==> config.mk <==
export PLATFORM = sky130hd
export DESIGN_NAME = spim_ctrl
export DESIGN_NICKNAME = d
export VERILOG_FILES = /design/src/rtl/spim_pkg.sv /design/src/rtl/spim_regs.sv /design/src/rtl/spim_engine.sv /design/src/rtl/spim_ctrl.sv
export SDC_FILE = /design/constraint.sdc
export NUM_CORES = 1
export LEC_CHECK = 0
export BUFFER_PORTS_ARGS = -buffer_cell sky130_fd_sc_hd__buf_2
export CORE_MARGIN = 3
export CORE_UTILIZATION = 45
export CTS_BUF_LIST = sky130_fd_sc_hd__clkbuf_16
export DETAILED_ROUTE_END_ITERATION = 7
export GPL_ROUTABILITY_DRIVEN = 0
export PLACE_DENSITY_LB_ADDON = 0.05
export SKIP_CTS_REPAIR_TIMING = 1
export SLEW_MARGIN = 30
export SYNTH_ARGS = -nofsm -noshare
export SYNTH_HDL_FRONTEND = slang
export SYNTH_SLANG_ARGS = --single-unit
==> constraint.sdc <==
create_clock -name clk -period 4.02 [get_ports clk]
set_clock_uncertainty 0.05 [all_clocks]
set_input_delay 0.804 -clock clk [delete_from_list [all_inputs] [get_ports clk]]
set_output_delay 0.804 -clock clk [all_outputs]
set_load 0.005 [all_outputs]
==> src/rtl/spim_pkg.sv <==
package spim_pkg;
  localparam int BUS_W   = 32;
  localparam int DIV_W   = 8;
  localparam int DLY_W   = 11;
  localparam int A_CTRL  = 0;
  localparam int A_IEN   = 1;
  localparam int A_STAT  = 2;
  localparam int A_TXD   = 3;
  localparam int A_RXD   = 4;
  localparam int A_CFG   = 8;

  typedef struct packed {
    logic [DLY_W-1:0] gap;
    logic [DLY_W-1:0] setup;
    logic             cpha;
    logic             cpol;
    logic [DIV_W-1:0] div;
  } cs_cfg_t;

  typedef enum logic [1:0] {ST_IDLE, ST_SETUP, ST_XFER, ST_GAP} eng_st_t;

  function automatic logic [DLY_W-1:0] half_of(input logic [DIV_W-1:0] d);
    if (d < DIV_W'(2)) return DLY_W'(1);
    return DLY_W'(d >> 1);
  endfunction

  function automatic logic [DLY_W-1:0] dly_of(input logic [DLY_W-1:0] d,
                                              input logic [DLY_W-1:0] h);
    return (d == '0) ? h : d;
  endfunction
endpackage

==> src/rtl/spim_regs.sv <==
module spim_regs import spim_pkg::*; #(
  parameter int NUM_CS = 4,
  parameter int CS_W   = 2,
  parameter int DATA_W = 8,
  parameter int ADDR_W = 4
) (
  input  logic              clk,
  input  logic              rst_n,
  input  logic              host_wr,
  input  logic              host_rd,
  input  logic [ADDR_W-1:0] host_addr,
  input  logic [BUS_W-1:0]  host_wdata,
  output logic [BUS_W-1:0]  host_rdata,
  output logic              en,
  output logic              var_mode,
  output logic [CS_W-1:0]   fix_cs,
  output logic              tx_full,
  output logic [DATA_W-1:0] tx_word,
  output logic [CS_W-1:0]   tx_cs,
  output cs_cfg_t           cfg [NUM_CS],
  input  logic              tx_take,
  input  logic              rx_done,
  input  logic [DATA_W-1:0] rx_word,
  output logic              irq
);
  logic              rx_full, ovr;
  logic [DATA_W-1:0] rx_data;
  logic [2:0]        ien;
  logic [2:0]        status;

  wire wr_ctrl = host_wr && host_addr == ADDR_W'(A_CTRL);
  wire wr_ien  = host_wr && host_addr == ADDR_W'(A_IEN);
  wire wr_tx   = host_wr && host_addr == ADDR_W'(A_TXD);
  wire rd_stat = host_rd && host_addr == ADDR_W'(A_STAT);
  wire rd_rx   = host_rd && host_addr == ADDR_W'(A_RXD);

  assign status = {ovr, ~tx_full, rx_full};
  assign irq    = |(status & ien);

  always_ff @(posedge clk or negedge rst_n) begin
    if (!rst_n) begin
      en <= 1'b0; var_mode <= 1'b0; fix_cs <= '0; ien <= '0;
      tx_full <= 1'b0; tx_word <= '0; tx_cs <= '0;
      rx_full <= 1'b0; ovr <= 1'b0; rx_data <= '0;
    end else begin
      if (wr_ctrl) begin
        en       <= host_wdata[0];
        var_mode <= host_wdata[1];
        fix_cs   <= host_wdata[2 +: CS_W];
      end
      if (wr_ien) ien <= host_wdata[2:0];
      if (tx_take) tx_full <= 1'b0;
      if (wr_tx) begin
        tx_full <= 1'b1;
        tx_word <= host_wdata[DATA_W-1:0];
        tx_cs   <= host_wdata[DATA_W +: CS_W];
      end
      if (rd_stat) ovr <= 1'b0;
      if (rd_rx) rx_full <= 1'b0;
      if (rx_done && !ovr) begin
        rx_data <= rx_word;
        if (rx_full && !rd_rx) ovr <= 1'b1;
        else rx_full <= 1'b1;
      end
    end
  end

  for (genvar i = 0; i < NUM_CS; i++) begin : g_cfg
    always_ff @(posedge clk or negedge rst_n) begin
      if (!rst_n) cfg[i] <= '0;
      else if (host_wr && host_addr == ADDR_W'(A_CFG + i)) cfg[i] <= host_wdata;
    end
  end

  always_comb begin
    host_rdata = '0;
    case (host_addr)
      ADDR_W'(A_CTRL): host_rdata[2+CS_W-1:0] = {fix_cs, var_mode, en};
      ADDR_W'(A_IEN):  host_rdata[2:0] = ien;
      ADDR_W'(A_STAT): host_rdata[2:0] = status;
      ADDR_W'(A_RXD):  host_rdata[DATA_W-1:0] = rx_data;
      default: ;
    endcase
    for (int i = 0; i < NUM_CS; i++)
      if (host_addr == ADDR_W'(A_CFG + i)) host_rdata = cfg[i];
  end

  // once overrun is up, completed words leave the receive register alone
  p_ovr_freeze_r7: assert property (@(posedge clk) disable iff (!rst_n)
    ovr |=> $stable(rx_data));
  // overrun only drops through a status read
  p_ovr_sticky_r8: assert property (@(posedge clk) disable iff (!rst_n)
    (ovr && !rd_stat) |=> ovr);
  // the engine never takes from an empty holding register
  p_take_full_r1: assert property (@(posedge clk) disable iff (!rst_n)
    tx_take |-> tx_full);
endmodule

==> src/rtl/spim_engine.sv <==
module spim_engine import spim_pkg::*; #(
  parameter int NUM_CS = 4,
  parameter int CS_W   = 2,
  parameter int DATA_W = 8
) (
  input  logic              clk,
  input  logic              rst_n,
  input  logic              en,
  input  logic              var_mode,
  input  logic [CS_W-1:0]   fix_cs,
  input  logic              tx_full,
  input  logic [DATA_W-1:0] tx_word,
  input  logic [CS_W-1:0]   tx_cs,
  input  cs_cfg_t           cfg [NUM_CS],
  input  logic              miso,
  output logic              tx_take,
  output logic              rx_done,
  output logic [DATA_W-1:0] rx_word,
  output logic              sclk,
  output logic              mosi,
  output logic [NUM_CS-1:0] cs_n
);
  localparam int EDGES = 2 * DATA_W;
  localparam int EW    = $clog2(EDGES);
  localparam int BW    = $clog2(DATA_W);

  eng_st_t           st;
  logic [DLY_W-1:0]  cnt;
  logic [EW-1:0]     edge_n;
  logic [BW-1:0]     bitn;
  logic [DATA_W-1:0] txs, rxs;
  logic [CS_W-1:0]   cur_cs;
  cs_cfg_t           cur;
  logic              sclk_q, cs_act;

  logic [CS_W-1:0]   sel_cs;
  cs_cfg_t           new_cfg;
  logic [DLY_W-1:0]  new_half, half;
  logic              lead, smp, adv, last, tick;
  logic [DATA_W-1:0] rx_next;

  assign sel_cs   = var_mode ? tx_cs : fix_cs;
  assign new_cfg  = cfg[sel_cs];
  assign new_half = half_of(new_cfg.div);
  assign half     = half_of(cur.div);
  assign tick     = cnt == DLY_W'(1);
  assign tx_take  = en && tx_full && (st == ST_IDLE || (st == ST_GAP && tick));
  assign lead     = ~edge_n[0];
  assign smp      = lead ^ cur.cpha;
  assign adv      = cur.cpha ? (lead && edge_n != '0) : !lead;
  assign last     = edge_n == EW'(EDGES - 1);
  assign rx_next  = smp ? {rxs[DATA_W-2:0], miso} : rxs;

  always_ff @(posedge clk or negedge rst_n) begin
    if (!rst_n) begin
      st <= ST_IDLE; cnt <= '0; edge_n <= '0; bitn <= '0;
      txs <= '0; rxs <= '0; cur_cs <= '0; cur <= '0;
      sclk_q <= 1'b0; cs_act <= 1'b0; rx_done <= 1'b0;
    end else begin
      rx_done <= 1'b0;
      case (st)
        ST_IDLE: begin
          sclk_q <= new_cfg.cpol;
          if (tx_take) begin
            cs_act <= 1'b1;
            st     <= ST_SETUP;
            cnt    <= dly_of(new_cfg.setup, new_half);
          end
        end
        ST_SETUP: begin
          if (tick) begin st <= ST_XFER; cnt <= half; end
          else cnt <= cnt - DLY_W'(1);
        end
        ST_XFER: begin
          if (tick) begin
            sclk_q <= ~sclk_q;
            rxs    <= rx_next;
            if (adv) bitn <= bitn + BW'(1);
            if (last) begin
              rx_done <= 1'b1;
              st      <= ST_GAP;
              cnt     <= dly_of(cur.gap, half);
            end else begin
              edge_n <= edge_n + EW'(1);
              cnt    <= half;
            end
          end else cnt <= cnt - DLY_W'(1);
        end
        ST_GAP: begin
          if (tick) begin
            if (tx_take) begin
              if (sel_cs == cur_cs) begin st <= ST_XFER; cnt <= new_half; end
              else begin st <= ST_SETUP; cnt <= dly_of(new_cfg.setup, new_half); end
            end else begin
              cs_act <= 1'b0;
              st     <= ST_IDLE;
            end
          end else cnt <= cnt - DLY_W'(1);
        end
        default: st <= ST_IDLE;
      endcase
      if (tx_take) begin
        cur_cs <= sel_cs;
        cur    <= new_cfg;
        txs    <= tx_word;
        rxs    <= '0;
        bitn   <= '0;
        edge_n <= '0;
        sclk_q <= new_cfg.cpol;
      end
    end
  end

  assign sclk    = sclk_q;
  assign mosi    = txs[BW'(DATA_W - 1) - bitn];
  assign rx_word = rxs;

  for (genvar i = 0; i < NUM_CS; i++) begin : g_cs
    assign cs_n[i] = !(cs_act && cur_cs == CS_W'(i));
  end

  // a setup count that expires hands over to shifting
  p_setup_exit_r3: assert property (@(posedge clk) disable iff (!rst_n)
    (st == ST_SETUP && tick) |=> (st == ST_XFER));
  // exactly one chip select is low while bits move
  p_one_cs_r4: assert property (@(posedge clk) disable iff (!rst_n)
    (st == ST_XFER) |-> ($countones(~cs_n) == 1));
  // an idle engine with nothing to take leaves every select high
  p_idle_release_r9: assert property (@(posedge clk) disable iff (!rst_n)
    (st == ST_IDLE) |-> (&cs_n));
  // the serial clock only moves during the shifting state or on a load
  p_clk_quiet_r2: assert property (@(posedge clk) disable iff (!rst_n)
    (st == ST_SETUP) |=> $stable(sclk));
endmodule

==> src/rtl/spim_ctrl.sv <==
module spim_ctrl import spim_pkg::*; #(
  parameter int NUM_CS = 4,
  parameter int DATA_W = 8,
  parameter int ADDR_W = 4
) (
  input  logic              clk,
  input  logic              rst_n,
  input  logic              host_wr,
  input  logic              host_rd,
  input  logic [ADDR_W-1:0] host_addr,
  input  logic [BUS_W-1:0]  host_wdata,
  output logic [BUS_W-1:0]  host_rdata,
  output logic              sclk,
  output logic              mosi,
  input  logic              miso,
  output logic [NUM_CS-1:0] cs_n,
  output logic              irq
);
  localparam int CS_W = (NUM_CS > 1) ? $clog2(NUM_CS) : 1;

  logic              en, var_mode, tx_full, tx_take, rx_done;
  logic [CS_W-1:0]   fix_cs, tx_cs;
  logic [DATA_W-1:0] tx_word, rx_word;
  cs_cfg_t           cfg [NUM_CS];

  spim_regs #(.NUM_CS(NUM_CS), .CS_W(CS_W), .DATA_W(DATA_W), .ADDR_W(ADDR_W)) u_regs (
    .clk(clk), .rst_n(rst_n), .host_wr(host_wr), .host_rd(host_rd),
    .host_addr(host_addr), .host_wdata(host_wdata), .host_rdata(host_rdata),
    .en(en), .var_mode(var_mode), .fix_cs(fix_cs), .tx_full(tx_full),
    .tx_word(tx_word), .tx_cs(tx_cs), .cfg(cfg), .tx_take(tx_take),
    .rx_done(rx_done), .rx_word(rx_word), .irq(irq)
  );

  spim_engine #(.NUM_CS(NUM_CS), .CS_W(CS_W), .DATA_W(DATA_W)) u_eng (
    .clk(clk), .rst_n(rst_n), .en(en), .var_mode(var_mode), .fix_cs(fix_cs),
    .tx_full(tx_full), .tx_word(tx_word), .tx_cs(tx_cs), .cfg(cfg),
    .miso(miso), .tx_take(tx_take), .rx_done(rx_done), .rx_word(rx_word),
    .sclk(sclk), .mosi(mosi), .cs_n(cs_n)
  );
endmodule

Word level (Yosys, flattened, before mapping)
Cells that the tools add are included.
{"block": "word_totals", "ff_bits": 217, "inputBits": 41, "output_inout_bits": 39}
{"block": "classes", "n_addsub": 4, "order_cmp": 4, "n_eq_ne": 26, "muxes": 68, "n_bitwise": 6, "reduce_logical": 47}
{"cell": "32-bit two-way mux", "count": 6}
{"cell": "11-bit two-way mux", "count": 13}
{"cell": "32-bit binary-select mux with 2-bit select", "count": 1}
{"cell": "11-bit one-hot mux with 4 select lines", "count": 1}
{"cell": "8-bit two-way mux", "count": 4}
{"cell": "11-bit logical NOT", "count": 2}
{"cell": "4-bit equality test (second input constant)", "count": 5}
{"cell": "1-bit two-way mux", "count": 20}
{"cell": "4-bit two-way mux", "count": 5}
{"cell": "1-bit logical AND", "count": 19}
{"cell": "8-bit by 2-bit less-than comparator with 1-bit output (second input constant)", "count": 2}
{"cell": "2-bit two-way mux", "count": 8}
{"cell": "3-bit two-way mux", "count": 4}
{"cell": "3-bit one-hot mux with 4 select lines", "count": 1}
{"cell": "2-bit nonzero test", "count": 6}
{"cell": "11-bit by 1-bit equality test with 1-bit output (second input constant)", "count": 1}
{"cell": "11-bit by 1-bit subtractor with 11-bit output (second input constant)", "count": 1}
{"cell": "3-bit AND reduction", "count": 3}
{"cell": "2-bit equality test (second input constant)", "count": 4}
{"cell": "4-bit by 2-bit equality test with 1-bit output (second input constant)", "count": 2}
{"cell": "2-bit by 1-bit inequality test with 1-bit output (second input constant)", "count": 4}
{"cell": "2-bit one-hot mux with 4 select lines", "count": 1}
{"cell": "1-bit logical NOT", "count": 6}
{"cell": "2-bit inequality test (second input constant)", "count": 3}
{"cell": "other kinds (26)", "count": 33}

Logic depth before layout (Yosys ltp)
Gate-level depths: netlist of run 1.
{"block": "depth", "ltp_word": 13, "mapped_depth": 13}

By module
A second synthesis of run 1 with hierarchy kept.
{"block": "unflattened", "cells_unflattened": 1060, "area_unflattened_um2": 11492.3}
{"mod": "spim_regs", "instances": 1, "cells_per_inst": 499, "area_per_inst_um2": 7141.8}
{"mod": "spim_engine", "instances": 1, "cells_per_inst": 561, "area_per_inst_um2": 4350.4}

Least setup slack after synthesis of run 1
OpenSTA, ideal clock, no wires.
{"block": "synth_timing", "path_kind": "in2out", "from": "input host_addr[0]", "to": "output host_rdata[15]", "t_arrival_ps": 2581, "setup_slack_ps": 585, "path_stages": 5, "path_cell_list": "clkbuf_1 -> buf_1 -> buf_2 -> mux4_2 -> and2_1"}
{"block": "synth_via", "elab_chain_len": 5, "elab_cells_between_ends": 8, "cone_classes": "4 x eq/ne; 4 x mux"}
{"item": "from (decl)", "line": "spim_ctrl.sv:10", "text": "input logic [ADDR_W-1:0] host_addr,"}
{"item": "4-bit equality test", "line": "spim_regs.sv:85", "text": "if (host_addr == ADDR_W'(A_CFG + i)) host_rdata = cfg[i];"}
{"item": "32-bit two-way mux (3 in series)", "line": "spim_regs.sv:85"}
{"item": "32-bit two-way mux (*)", "line": "spim_regs.sv:85"}
{"item": "to (decl)", "line": "spim_ctrl.sv:12", "text": "output logic [BUS_W-1:0] host_rdata,"}
Every way passes the cells marked *; elsewhere a longest branch is shown, timed or not.

Worst setup path in the final report of run 1
{"block": "layout_timing", "from": "input host_addr[0]", "to": "output host_rdata[0]"}
{"block": "layout_via", "elab_chain_len": 6, "elab_cells_between_ends": 13, "cone_classes": "7 x eq/ne; 5 x mux; 1 x reduce/logical"}
{"item": "4-bit by 3-bit equality test with 1-bit output, or another cell as far along", "line": "spim_regs.sv:77", "text": "case (host_addr)"}
{"item": "3-bit one-hot mux with 4 select lines", "line": "spim_regs.sv:77"}
{"item": "32-bit two-way mux (3 in series)", "line": "spim_regs.sv:85"}
{"item": "32-bit two-way mux (*)", "line": "spim_regs.sv:85"}
Marked as above.

==> results of run 1 <==
-- routing by layer --
layer | vias up | track usage, %
met3 | 34 | 2.926
met5 | - | 0
met4 | 0 | 4.729
li1 | 3588 | -
met1 | 4009 | 35.25
met2 | 198 | 33.34
-- state kept, by name (all words and copies together), names as in the netlist, 2 cells and up --
name            flops
u_eng.cnt          11
u_regs.tx_cs        2
u_eng.cur          19
u_eng.edge_n        4
u_eng.txs           8
u_eng.rx_word       8
u_eng.bitn          3
u_regs.rx_data      8
u_regs.fix_cs       2
u_eng.cur_cs        2
u_regs.cfg        128
u_regs.tx_word      8
u_eng.st            2
u_regs.ien          3
-- cells by family after synthesis --
| kind of cell | share of synthesized area, % |
|---|---|
| AO/OA/AOI/OAI | 6.861 |
| multiplexers | 29.26 |
| AND/OR/NAND/NOR | 12.03 |
| adder cells (fa/ha/maj) | 0.5569 |
| XOR/XNOR | 0.7016 |
| buffers and inverters | 2.484 |
| flip-flops | 48.11 |
-- worst paths after layout --
kind,from,end,cells after the start
max,host_addr[0],host_rdata[0],8
min,rst_n,u_regs.cfg[27],1
max reg2reg,u_regs.var_mode,u_eng.cnt[0],8
min reg2reg,u_regs.tx_word[4],u_eng.txs[4],2
max in group asynchronous,rst_n,u_regs.cfg[96],2
min in group clk,u_regs.tx_word[4],u_eng.txs[4],2
-- power groups by stage --
| stage | clock, µW | sequential (µW) | combinational [µW] |
|---|---|---|---|
| after floorplan | 0 | 3040 | 1660 |
| after global placement | 0 | 3240 | 2210 |
| after detailed placement | 0 | 3240 | 2230 |
| after CTS | 2310 | 3200 | 2240 |
| after global routing | 2400 | 3300 | 2460 |
| final | 2260 | 3220 | 2230 |
-- stage by stage --
| stage | hold WS [ps] | setup slack (ps) |
|---|---|---|
| global route | 270.8 | 470.1 |
| global placement | 396.4 | 679.3 |
| detailed placement | 402.3 | 640.8 |
| CTS | 249.5 | 625.2 |
| finish | 216.4 | 590.0 |
| floorplan | 384.8 | 584.8 |
-- cell usage after synthesis (6+ instances only) --
library cell / n
nand3_1: 13
a31oi_1: 8
inv_1: 12
a21oi_1: 35
o21ai_0: 35
o21a_1: 7
and3_1: 7
and2_1: 29
nand2_1: 122
mux4_2: 48
mux2i_1: 21
nor3_1: 8
buf_2: 7
mux4_1: 9
nor2b_1: 7
mux2_2: 150
buf_1: 12
o22ai_1: 6
dfrtp_1: 216
nor2_1: 64
clkbuf_1: 35
-- layout make-up --
class	instances	area share, %
clock inverters	16	1.290
multi-input cells	656	43.37
inverters	12	0.3492
repair buffers	104	5.083
clock buffers	25	4.851
well taps	324	3.143
flip-flops and latches	216	41.91
==> impl_metrics.tcl, run 1 <==
set metrics [dict create \
    via_per_inst 5.786 \
    grt_pass1_wl_um 46690 \
    top_layer_used "met4" \
    final_common_cell "dfrtp_1" \
    wl_met2_um 12900 \
    yosysSeqAreaShare_pct 48.11 \
    htree_levels 1 \
    multiInputGateArea_um2 5594 \
    r2r_slack_ps 810 \
    powerDensity_nw_per_um2 597.1 \
    ioPinCount 80 \
    area_growth_pct 14.80 \
    synth_fp_nets 986 \
    leakagePower_uw 0.005774 \
    synthFlopType "dfrtp_1" \
    grt_pass1_vias 7720 \
    cp_cell_sequence "buf_2 -> nor2b_1 -> and2_1 -> a22o_1 -> o21a_1 -> o221ai_1 -> o21ai_0 -> buf_2" \
    max_freq_mhz 291.5 \
    num_rows 57 \
    worstPathArrival_ps 2580 \
    fin_crit_ps 3430 \
    finish.utilization_pct 52.72 \
    critPathTopFamily "compound AO/OA/AOI/OAI gates" \
    async_flop_share_pct 100.0 \
    hold_class "in -> async" \
    ys_top_cells_by_area "dfrtp_1, mux2_2, mux4_2" \
    io_buffer_count 79 \
    drv_cap 0 \
    worstMarginPinSlew_ps 701.0 \
    cts.sinks 216 \
    ys_ff_latch 216 \
    wl_per_cell_um 21.64 \
    p_sw_share_pct 32.51 \
    status "complete, no violations" \
    clock-root-buffer "clkbuf_16" \
    vias 7829 \
    nFillCells 2136 \
    seqPwrFrac_pct 41.8 \
    ys.warnings.count 0 \
    finalSetupTns_ps 0 \
    coreArea_um2 24460 \
    slowest_delay_ps 520 \
    dpl_cell_area_um2 12090 \
    drv_slew 0 \
    wl_met3_um 1417 \
    critPathBufInv 2 \
    final_cell_mix "dfrtp_1, mux2_2, nand2_1" \
    syn_inst 940 \
    drive_above_1_share_pct 34.31 \
    pwr-share-comb_pct 29.0 \
    required_ps 3170 \
    synth.avg_cell_area_um2 11.95 \
    antenna_found_initial 0 \
    slew_headroom_pct 52.27 \
    antenna_cells 0 \
    placed_cells 1312 \
    start_kind "input pin" \
    yosysTopAreaCellShare_pct 48.11 \
    clkPwrFrac_pct 29.3 \
    crit_slowest_cell "buf_2" \
    numCtsBuffers 25 \
    grt_max_degree 84 \
    drt-initial-drc-count 590 \
    dpl.hpwl_um 20120 \
    clock_latency_ps 520 \
    chipHeight_um 164.0 \
    die_area_um2 26900 \
    nNetsFinal 1061 \
    yosys.area.top_type "dfrtp_1" \
    finalCritPeriodShare_pct 85.32 \
    start_util_pct 45.93 \
    die_w_um 164.0 \
    cts_tree "built" \
    overflow 0 \
    clockBufferDepth 3 \
    antenna_left 0 \
    wl_met1_um 14460 \
    critPathKind "in -> out" \
    synth_cell_type_count 58 \
    rsz0062_at_grt "false" \
    firstDrtPassIters 5 \
    totalWireLength_um 29280 \
    drc 0 \
    switching_power_uw 2504 \
    p_int_uw 5197 \
    synth-edff-count 0 \
    final_cell_count_no_fill 1353 \
    path_max_fanout 30 \
    register_area_um2 5405 \
    setup_viol_count_final 0 \
    track_usage_pct 22.41 \
    syn-cell-area_um2 11230 \
    hold_viol_final 0 \
    end_kind "output pin" \
    postLayoutCellArea_um2 12900 \
    power.total_uw 7701 \
    clkTransAtPathRegs_ps 60 \
    vdd_drop_max_mv 0.3558 \
    crit_top_cell "buf_2" \
]
Note: power is estimated with default switching activity, not from simulation.
==> run 2: changes to the inputs <==
--- a/config.mk
+++ b/config.mk
@@ -11,7 +11,8 @@
 export CTS_BUF_LIST = sky130_fd_sc_hd__clkbuf_16
 export DETAILED_ROUTE_END_ITERATION = 7
 export GPL_ROUTABILITY_DRIVEN = 0
-export PLACE_DENSITY_LB_ADDON = 0.05
+export PLACE_DENSITY = 0.61
+export RECOVER_POWER = 100
 export SKIP_CTS_REPAIR_TIMING = 1
 export SLEW_MARGIN = 30
 export SYNTH_ARGS = -nofsm -noshare
==> run 2 against run 1 <==
Net effect: the flow now finishes with violations (capacitance limit, slew limit); cell count fell by 0.15%; clock power rose by 4%; setup slack lost 80 ps; cell area fell by 0.76%; critical endpoint is now host_rdata[21]; largest cell class unchanged.
==> impl_metrics.tcl, run 2 (synthesized netlist as in run 1, its figures left out) <==
set metrics [dict create \
    grt_max_degree 83 \
    area_growth_pct 13.93 \
    final_common_cell "dfrtp_1" \
    fin_crit_ps 3510 \
    nFillCells 2161 \
    critPathLaunch "host_addr[0]" \
    seqPwrFrac_pct 41.9 \
    drive_above_1_share_pct 32.04 \
    worstMarginPinSlew_ps 1925 \
    overflow 0 \
    dp_slack_ps 734.7 \
    vias 7843 \
    reg2regPathDepth 7 \
    totalWireLength_um 28570 \
    numCtsBuffers 25 \
    register_area_um2 5405 \
    required_ps 3170 \
    htree_levels 1 \
    start_kind "input pin" \
    antenna_found_initial 0 \
    finalSetupTns_ps 0 \
    p_sw_share_pct 32.20 \
    timing.final.ws_setup_ps 509.8 \
    status "complete, but fails checks" \
    cts.sinks 216 \
    path_max_fanout 25 \
    cts_tree "built" \
    start_util_pct 45.93 \
    cp_cell_sequence "clkbuf_1 -> buf_4 -> mux4_2 -> and2_0 -> buf_2" \
    slew_headroom_pct -28.34 \
    powerDensity_nw_per_um2 604.9 \
    dpl.hpwl_um 19280 \
    pwr-share-comb_pct 27.7 \
    nNetsFinal 1055 \
    violations "capacitance limit, slew limit" \
    largest_reg_flops 128 \
    grt_pass1_vias 8083 \
    max_freq_mhz 284.9 \
    clock_latency_ps 520 \
    rsz0062_at_grt "false" \
    antenna_left 0 \
    final_cell_mix "dfrtp_1, mux2_2, nand2_1" \
    clkPwrFrac_pct 30.4 \
    hold_viol_final 0 \
    clockBufferDepth 3 \
    drv_slew 77 \
    top_register "u_regs.cfg" \
    clock-root-buffer "clkbuf_16" \
    multiInputGateArea_um2 5572 \
    r2r_slack_ps 700 \
    via_per_inst 5.805 \
    postLayoutCellArea_um2 12800 \
    holdPathStages 2 \
    worstPathArrival_ps 2660 \
    leakagePower_uw 0.005649 \
    ioPinCount 80 \
    dpl_cell_area_um2 12030 \
    antenna_cells 0 \
    num_rows 57 \
    end_kind "output pin" \
    switching_power_uw 2493 \
    wl_per_cell_um 21.15 \
    crit_slowest_cell "mux4_2" \
    clkTransAtPathRegs_ps 60 \
    vdd_drop_max_mv 0.3617 \
    p_int_uw 5249 \
    drt-initial-drc-count 581 \
    finalCritPeriodShare_pct 87.32 \
    die_w_um 164.0 \
    chipHeight_um 164.0 \
    drc 0 \
    die_area_um2 26900 \
    grt_pass1_wl_um 46410 \
    drv_cap 1 \
    critPathKind "in -> out" \
    setup_viol_count_final 0 \
    io_buffer_count 79 \
    firstDrtPassIters 6 \
    hold_end "u_eng.txs[5]" \
    slowest_delay_ps 550 \
    timing.rr.start "u_regs.var_mode" \
    r2r-end "u_eng.cnt[6]" \
    coreArea_um2 24460 \
    hold_class "reg -> reg" \
    worstHoldStart "u_regs.tx_word[5]" \
    reg.largest.list "u_regs.cfg (128), u_eng.cur (19), u_eng.cnt (11)" \
    track_usage_pct 21.99 \
]
-- run 2: critical path: cells and delay by family --
family	cells	cell delay, ps
buffers and inverters	3	1060
muxes	1	550
and+or+nand+nor	1	190
-- run 2: area by class of cell --
cell class | count | area share, %
repair buffers | 98 | 4.076
inverters | 12 | 0.3519
multi-input cells | 656 | 43.53
well taps | 324 | 3.167
clock buffers | 25 | 4.888
flip-flops and latches | 216 | 42.23
clock inverters | 20 | 1.760
-- run 2: worst max path at each step --
stage / end / slack (ps) / cells after the start
global route: host_rdata[1] / 340 / 7
global placement: host_rdata[21] / 750 / 5
finish: host_rdata[21] / 510 / 5
detailed placement: host_rdata[9] / 730 / 5
floorplan: host_rdata[15] / 580 / 5
CTS: host_rdata[9] / 730 / 5
-- run 2: per-layer routing --
| layer | track usage, % | part of all wire (%) | vias up |
|---|---|---|---|
| met2 | 33.92 | 46 | 218 |
| met3 | 2.976 | 5.5 | 28 |
| met1 | 33.51 | 48 | 4033 |
| met4 | 4.537 | 1.2 | 0 |
| met5 | 0 | 0 | - |
| li1 | - | - | 3564 |
-- run 2: power groups by stage --
stage	Sequential, µW	Clock [µW]	Combinational, µW
global placement	3260	0	2140
CTS	3230	2420	2190
detailed placement	3260	0	2170
global route	3320	2500	2360
floorplan	3040	0	1660
finish	3240	2350	2140
-- run 2: metrics by stage --
step / total power (µW) / std cells / hold WS, ps / utilization, %
6_report: 7742 / 1351 / 420.3 / 52.32
2_1_floorplan: 4697 / 940 / 384.8 / -
3_5_place_dp: 5437 / 1306 / 410.1 / 49.19
3_3_place_gp: 5400 / 1306 / 398.3 / 49.19
5_1_grt: 8186 / 1351 / 443.7 / 52.32
4_1_cts: 7831 / 1351 / 224.7 / 52.67
==> run 3: changes to the inputs <==
--- a/config.mk
+++ b/config.mk
@@ -12,7 +12,6 @@
 export DETAILED_ROUTE_END_ITERATION = 7
 export GPL_ROUTABILITY_DRIVEN = 0
 export PLACE_DENSITY = 0.61
-export RECOVER_POWER = 100
 export SKIP_CTS_REPAIR_TIMING = 1
 export SLEW_MARGIN = 30
 export SYNTH_ARGS = -nofsm -noshare
==> run 3 against run 2 <==
Net effect: the run now ends clean; cell area grew 0.75%; maximum frequency grew 7.4%; die area is the same; count of clock-buffer cells in the layout is the same; first-iteration DRC count grew 2.8%; highest routed layer unchanged.
==> impl_metrics.tcl, run 3 (synthesized netlist as in run 1, its figures left out) <==
set metrics [dict create \
    grt_max_degree 83 \
    overflow 0 \
    powerDensity_nw_per_um2 603.5 \
    drv_cap 0 \
    hold_viol_final 0 \
    worstMarginPinSlew_ps 922.1 \
    htree_levels 1 \
    die_area_um2 26900 \
    start_kind "input pin" \
    final_cell_mix "dfrtp_1, mux2_2, nand2_1" \
    critPathKind "in -> out" \
    setup_viol_count_final 0 \
    seqPwrFrac_pct 41.7 \
    top_register "u_regs.cfg" \
    antenna_found_initial 0 \
    antenna_cells 0 \
    start_util_pct 45.93 \
    power.total_uw 7783 \
    p_sw_share_pct 32.27 \
    finalSetupTns_ps 0 \
    firstDrtPassIters 5 \
    p_int_uw 5271 \
    numCtsBuffers 25 \
    cts_tree "built" \
    fin_crit_ps 3267 \
    nFillCells 2136 \
    crit_slowest_cell "mux4_2" \
    wl_per_cell_um 21.19 \
    required_ps 3170 \
    finalCritPeriodShare_pct 81.27 \
    drc 0 \
    drv_slew 0 \
    io_buffer_count 79 \
    final_common_cell "dfrtp_1" \
    pwr-share-comb_pct 28.0 \
    status "complete, no violations" \
    hold_class "in -> async" \
    track_usage_pct 21.99 \
    clockBufferDepth 3 \
    max_freq_mhz 306.1 \
    worstPathArrival_ps 2410 \
    clkTransAtPathRegs_ps 60 \
    crit_top_cell "buf_2" \
    via_per_inst 5.816 \
    leakagePower_uw 0.005756 \
    path_max_fanout 25 \
    totalWireLength_um 28630 \
    grt_pass1_wl_um 46410 \
    num_rows 57 \
    area_growth_pct 14.79 \
    antenna_left 0 \
    reg.largest.list "u_regs.cfg (128), u_eng.cur (19), u_eng.cnt (11)" \
    nNetsFinal 1055 \
    end_kind "output pin" \
    drive_above_1_share_pct 34.37 \
    grt_pass1_vias 8083 \
    clock-root-buffer "clkbuf_16" \
    coreArea_um2 24460 \
    clkPwrFrac_pct 30.3 \
    dpl.hpwl_um 19280 \
    vdd_drop_max_mv 0.3699 \
    cts.sinks 216 \
    chipHeight_um 164.0 \
    vias 7858 \
    ioPinCount 80 \
    rsz0062_at_grt "false" \
    clock_latency_ps 520 \
    drt-initial-drc-count 597 \
    switching_power_uw 2511 \
    cp_cell_sequence "buf_2 -> buf_4 -> mux4_2 -> and2_1 -> buf_2" \
    largest_reg_flops 128 \
    slew_headroom_pct 38.52 \
    slowest_delay_ps 550 \
    die_w_um 164.0 \
]
run 3: cell types whose count changed in the layout (fill, tap and decap cells not counted), sizes merged:
cell | before | now
buf | 68 | 98
clkbuf | 55 | 25
run 3: critical path: cells and delay by family:
| kind | cells | cell delay, ps |
|---|---|---|
| and+or+nand+nor | 1 | 180 |
| buffers and inverters | 3 | 820 |
| muxes | 1 | 550 |
run 3: per-stage QoR:
step	hold slack [ps]	utilization (%)	worst slack, ps	area [µm²]	std cells
2_1_floorplan	384.8	-	584.8	11230	940
3_3_place_gp	398.3	49.19	749.0	12030	1306
3_5_place_dp	410.1	49.19	734.7	12030	1306
4_1_cts	224.7	52.67	730.1	12880	1351
5_1_grt	234.8	52.72	646.7	12900	1351
6_report	203.4	52.72	752.9	12900	1351
run 3: routing by layer:
metal	wire length, µm	vias up	GRT usage [%]
met2	13150	209	33.92
met1	13690	4056	33.51
met5	0	-	0
met3	1406	32	2.976
met4	393	0	4.537
li1	-	3561	-
run 3: final timing paths:
kind | to | cells after the start | slack, ps | start
worst min register to register | u_eng.txs[5] | 2 | 420 | u_regs.tx_word[5]
max in group asynchronous | u_regs.rx_data[0] | 2 | 2820 | rst_n
worst max register to register | u_eng.cnt[6] | 7 | 830 | u_regs.var_mode
worst max-delay path | host_rdata[21] | 5 | 750 | host_addr[0]
worst min-delay path | u_regs.cfg[90] | 1 | 200 | rst_n
min in group clk | u_eng.txs[5] | 2 | 420 | u_regs.tx_word[5]
run 3: layout make-up:
class | count | area, µm² | share of cell area [%]
clock buffer | 25 | 625.6 | 4.851
clock inverter | 20 | 225.2 | 1.746
inverter | 12 | 45.04 | 0.3493
multi-input combinational | 656 | 5592 | 43.36
sequential | 216 | 5405 | 41.91
tap | 324 | 405.4 | 3.144
timing repair buffer | 98 | 598.1 | 4.638
run 3: power groups by stage:
stage | combinational (µW) | sequential, µW | clock (µW)
2_1_floorplan | 1660 | 3040 | 0
3_3_place_gp | 2140 | 3260 | 0
3_5_place_dp | 2170 | 3260 | 0
4_1_cts | 2190 | 3230 | 2420
5_1_grt | 2400 | 3320 | 2500
6_report | 2180 | 3240 | 2360
